<file path="src/rtl/bsram_seq_pkg.sv">
package bsram_seq_pkg;

  localparam int unsigned BURST_W = 2;

  typedef enum logic [1:0] {
    CMD_HOLD       = 2'd0,
    CMD_ADV        = 2'd1,
    CMD_LOAD_SEL   = 2'd2,
    CMD_LOAD_DESEL = 2'd3
  } seq_cmd_e;

  // Low address bits for a given start value and beat number.
  function automatic logic [BURST_W-1:0] burst_lo(
    input logic [BURST_W-1:0] start,
    input logic [BURST_W-1:0] beat,
    input logic               interleave
  );
    if (interleave) return start ^ beat;
    else            return start + beat;
  endfunction

  // Device selection from the three enables.
  function automatic logic enables_select(
    input logic ce_a_n, input logic ce_b, input logic ce_c_n
  );
    return !ce_a_n && ce_b && !ce_c_n;
  endfunction

endpackage

</file>
<file path="src/rtl/bsram_cmd_decode.sv">
module bsram_cmd_decode
  import bsram_seq_pkg::*;
(
  input  logic     cpu_strobe_n,
  input  logic     ctl_strobe_n,
  input  logic     advance_n,
  input  logic     ce_a_n,
  input  logic     ce_b,
  input  logic     ce_c_n,
  input  logic     sel_q,
  output seq_cmd_e cmd,
  output logic     cpu_dropped
);

  logic ctl_take;
  logic cpu_take;
  logic sel_next;

  assign ctl_take    = !ctl_strobe_n;
  assign cpu_take    = !cpu_strobe_n && !ce_a_n;
  assign cpu_dropped = !cpu_strobe_n && ce_a_n && ctl_strobe_n;
  assign sel_next    = enables_select(ce_a_n, ce_b, ce_c_n);

  always_comb begin
    if (ctl_take || cpu_take)
      cmd = sel_next ? CMD_LOAD_SEL : CMD_LOAD_DESEL;
    else if (!advance_n && sel_q)
      cmd = CMD_ADV;
    else
      cmd = CMD_HOLD;
  end

endmodule

</file>
<file path="src/rtl/bsram_burst_ctr.sv">
module bsram_burst_ctr
  import bsram_seq_pkg::*;
(
  input  logic               clk,
  input  logic               rst_n,
  input  seq_cmd_e           cmd,
  input  logic [BURST_W-1:0] start_lo,
  input  logic               order_sel,
  output logic [BURST_W-1:0] lo_addr
);

  logic [BURST_W-1:0] base_q;
  logic [BURST_W-1:0] beat_q;

  always_ff @(posedge clk or negedge rst_n) begin
    if (!rst_n) begin
      base_q <= '0;
      beat_q <= '0;
    end else begin
      case (cmd)
        CMD_LOAD_SEL, CMD_LOAD_DESEL: begin
          base_q <= start_lo;
          beat_q <= '0;
        end
        CMD_ADV: beat_q <= beat_q + 1'b1;
        default: ;
      endcase
    end
  end

  assign lo_addr = burst_lo(base_q, beat_q, order_sel);

endmodule

</file>
<file path="src/rtl/bsram_addr_seq.sv">
module bsram_addr_seq
  import bsram_seq_pkg::*;
#(
  parameter int unsigned ADDR_W = 18
) (
  input  logic              clk,
  input  logic              rst_n,
  input  logic              cpu_strobe_n,
  input  logic              ctl_strobe_n,
  input  logic              advance_n,
  input  logic              ce_a_n,
  input  logic              ce_b,
  input  logic              ce_c_n,
  input  logic              order_sel,
  input  logic [ADDR_W-1:0] addr_in,
  output logic [ADDR_W-1:0] word_addr,
  output logic              chip_sel,
  output logic              cycle_start
);

  localparam int unsigned UP_W = ADDR_W - BURST_W;

  seq_cmd_e           cmd;
  logic               cpu_dropped;
  logic               load_evt;
  logic               adv_evt;
  logic [UP_W-1:0]    upper_q;
  logic [BURST_W-1:0] lo_addr;
  logic               sel_q;
  logic               start_q;

  bsram_cmd_decode u_dec (
    .cpu_strobe_n (cpu_strobe_n),
    .ctl_strobe_n (ctl_strobe_n),
    .advance_n    (advance_n),
    .ce_a_n       (ce_a_n),
    .ce_b         (ce_b),
    .ce_c_n       (ce_c_n),
    .sel_q        (sel_q),
    .cmd          (cmd),
    .cpu_dropped  (cpu_dropped)
  );

  assign load_evt = (cmd == CMD_LOAD_SEL) || (cmd == CMD_LOAD_DESEL);
  assign adv_evt  = (cmd == CMD_ADV);

  bsram_burst_ctr u_ctr (
    .clk       (clk),
    .rst_n     (rst_n),
    .cmd       (cmd),
    .start_lo  (addr_in[BURST_W-1:0]),
    .order_sel (order_sel),
    .lo_addr   (lo_addr)
  );

  always_ff @(posedge clk or negedge rst_n) begin
    if (!rst_n) begin
      upper_q <= '0;
      sel_q   <= 1'b0;
      start_q <= 1'b0;
    end else begin
      start_q <= (cmd == CMD_LOAD_SEL);
      if (load_evt) begin
        upper_q <= addr_in[ADDR_W-1:BURST_W];
        sel_q   <= (cmd == CMD_LOAD_SEL);
      end
    end
  end

  assign word_addr   = {upper_q, lo_addr};
  assign chip_sel    = sel_q;
  assign cycle_start = start_q;

endmodule

</file>
<file path="config.mk">
export PLATFORM = sky130hd
export DESIGN_NAME = bsram_addr_seq
export DESIGN_NICKNAME = d
export VERILOG_FILES = /design/src/rtl/bsram_seq_pkg.sv /design/src/rtl/bsram_cmd_decode.sv /design/src/rtl/bsram_burst_ctr.sv /design/src/rtl/bsram_addr_seq.sv
export SDC_FILE = /design/constraint.sdc
export NUM_CORES = 1
export LEC_CHECK = 0
export CAP_MARGIN = 40
export CORE_MARGIN = 4
export CORE_UTILIZATION = 45
export CTS_CLUSTER_SIZE = 40
export DETAILED_ROUTE_END_ITERATION = 10
export DONT_BUFFER_PORTS = 1
export PLACE_DENSITY_LB_ADDON = 0.3
export SKIP_CTS_REPAIR_TIMING = 1
export SLEW_MARGIN = 10
export SYNTH_ARGS = -nofsm -noshare
export SYNTH_HDL_FRONTEND = slang
export SYNTH_HIERARCHICAL = 1
export SYNTH_SLANG_ARGS = --single-unit
export TNS_END_PERCENT = 10
</file>
<file path="constraint.sdc">
create_clock -name clk -period 1.1 [get_ports clk]
set_input_delay 0.275 -clock clk [delete_from_list [all_inputs] [get_ports clk]]
set_output_delay 0.275 -clock clk [all_outputs]
set_load 0.05 [all_outputs]
</file>
==> reports/results.txt <==
final hold violation count: 0
H-tree levels: 1
die area: 2893 um^2
Worst Path Required: 0.82 ns
Slowest-stage cell, CP: dfrtp_1
Top delay family on crit path: XOR/XNOR gates
CP peak stage delay: 0.43 ns
total of max-cap violations: 0
Initial Util: 47.60%
gr usage total: 13.91%
Syn Std Cell Area: 943.4 um^2
Die Height: 53.79 um
clock root cell: clkbuf_4
share of cells above drive strength 1: 63.53%
Fillers: 127
WP data arrival: 1.33 ns
hold path depth: 1
setup TNS: -2.518 ns
number of DRC markers in iteration 0: 1
flop2flop setup slack: 0.09 ns
CP Buf/Inv Count: 1
reg2reg start: chip_sel$_DFFE_PN0P_
Vias/cell: 4.893
minimum clock period: 1.605 ns
unrepaired setup endpoints after global routing: true
clock skew: 0.003789 ns
failing checks: negative setup slack
post-route cell area: 1456 um^2
TritonRoute pass-1 iters: 3
global placer's final weighted congestion: 0.6321
Startpoint Class: flip-flop
Port Buffers: 0
warnings from Yosys: 6
worst min-delay path class: in2reg
Synth Area per Inst: 16.27 um^2
critical hold path startpoint: addr_in[11]
CP Capture Type: primary output
Clock Latency Late Sink: 0.29 ns
number of global-route vias before repair: 663
DP HPWL: 1564 um
total chip power: 0.002291 W
width of the die: 53.79 um
status: finished, violations left
CTS tree: built
placed insts: 106
worst vdd ir: 1168 uV
initial antenna violation count: 0
largest net degree at the start of global routing: 23
FF-to-FF End: chip_sel$_DFFE_PN0P_
core area: 1982 um^2
IO Pins: 47
most frequent cells in the layout: 21 x dfrtp_1, 17 x buf_12, 9 x mux2_4, 9 x mux2_2, 6 x buf_4
hold worst-path end: upper_q[9]$_DFFE_PN0P_
WP depth: 3
row count: 16
Tightest Pin Transition: 0.9462 ns
critical path class: reg2out
total grt overflow: 0
R2R depth: 4
Antenna Nets Post-Route: 0
drt wl/cell: 16.91 um
final setup fails: 42
max-slew violations: 0
final cell count without fillers: 112
area post-placement: 1373 um^2
Slew Limit Headroom: 36.71%
Syn Inst Count: 58
Syn Nets: 86
Worst-path clk slew: 0.12 ns
Final Cycle Share: 145.9%
CP max FO: 2
most common cell after layout, fill and taps aside: dfrtp_1
routed vias: 548
TritonCTS Buffers: 3
# diodes: 0
Routed WL: 1894 um
Clock Sinks: 22
Post-route DRC: 0
WHS: 0.1145 ns
Leak: 0.6581 nW
Cell Chain, Critical Path: xnor2_2 -> xnor2_4 -> buf_12
final net count: 114
Worst Slack Setup Final: -0.5053 ns
area delta synth->final: 54.38%
P per Cell Area: 1573 nW/um^2
Max Root-Sink Buffers: 2
first-pass GRT wire length: 2835 um
Highest Clock Rate: 623.0 MHz
stage by stage:
step | util (%) | setup slack (ns)
4_1_cts | 71.09 | -0.6374
3_5_place_dp | 69.26 | -0.2826
2_1_floorplan | - | -0.2290
3_3_place_gp | 69.26 | -0.2300
5_1_grt | 73.48 | -0.5556
6_report | 73.48 | -0.5053
sequential cells by signal, summed over array words and instances (netlist names):
name          flops
chip_sel          1
cycle_start       1
u_ctr/base_q      2
u_ctr/beat_q      2
upper_q          16
report_power, final:
group	leakage [nW]	internal, W	switching (W)
Clock	0.0210	0.000202	0.000224
Combinational	0.376	0.000448	0.000441
Sequential	0.261	0.000891	0.0000862
how the worst max path moves through the flow:
stage	startpoint	end	slack, ns
after floorplan	u_ctr/beat_q[0]$_DFFE_PN0P_	word_addr[1]	-0.23
after global placement	u_ctr/beat_q[1]$_DFFE_PN0P_	word_addr[1]	-0.23
after detailed placement	u_ctr/beat_q[1]$_DFFE_PN0P_	word_addr[1]	-0.28
after CTS	u_ctr/beat_q[1]$_DFFE_PN0P_	word_addr[1]	-0.64
after global routing	u_ctr/base_q[1]$_DFFE_PN0P_	word_addr[1]	-0.56
final	u_ctr/base_q[1]$_DFFE_PN0P_	word_addr[1]	-0.51
cell type report:
cell class	count	area (um^2)	share of cell area, %
sequential	22	551.8	37.89
tap	27	33.78	2.320
multi-input combinational	33	424.2	29.12
inverter	1	3.754	0.2577
clock buffer	4	36.28	2.491
timing repair buffer	25	406.6	27.92
per-layer routing:
| metal | vias up | share of wire [%] | GRT usage, % |
|---|---|---|---|
| met5 | - | 0 | 0 |
| met4 | 0 | 0 | 3.830 |
| met3 | 0 | 7.6 | 3.878 |
| met2 | 24 | 56 | 26.41 |
| met1 | 271 | 36 | 14.72 |
| li1 | 253 | - | - |
(Power assumes the default switching activity.)
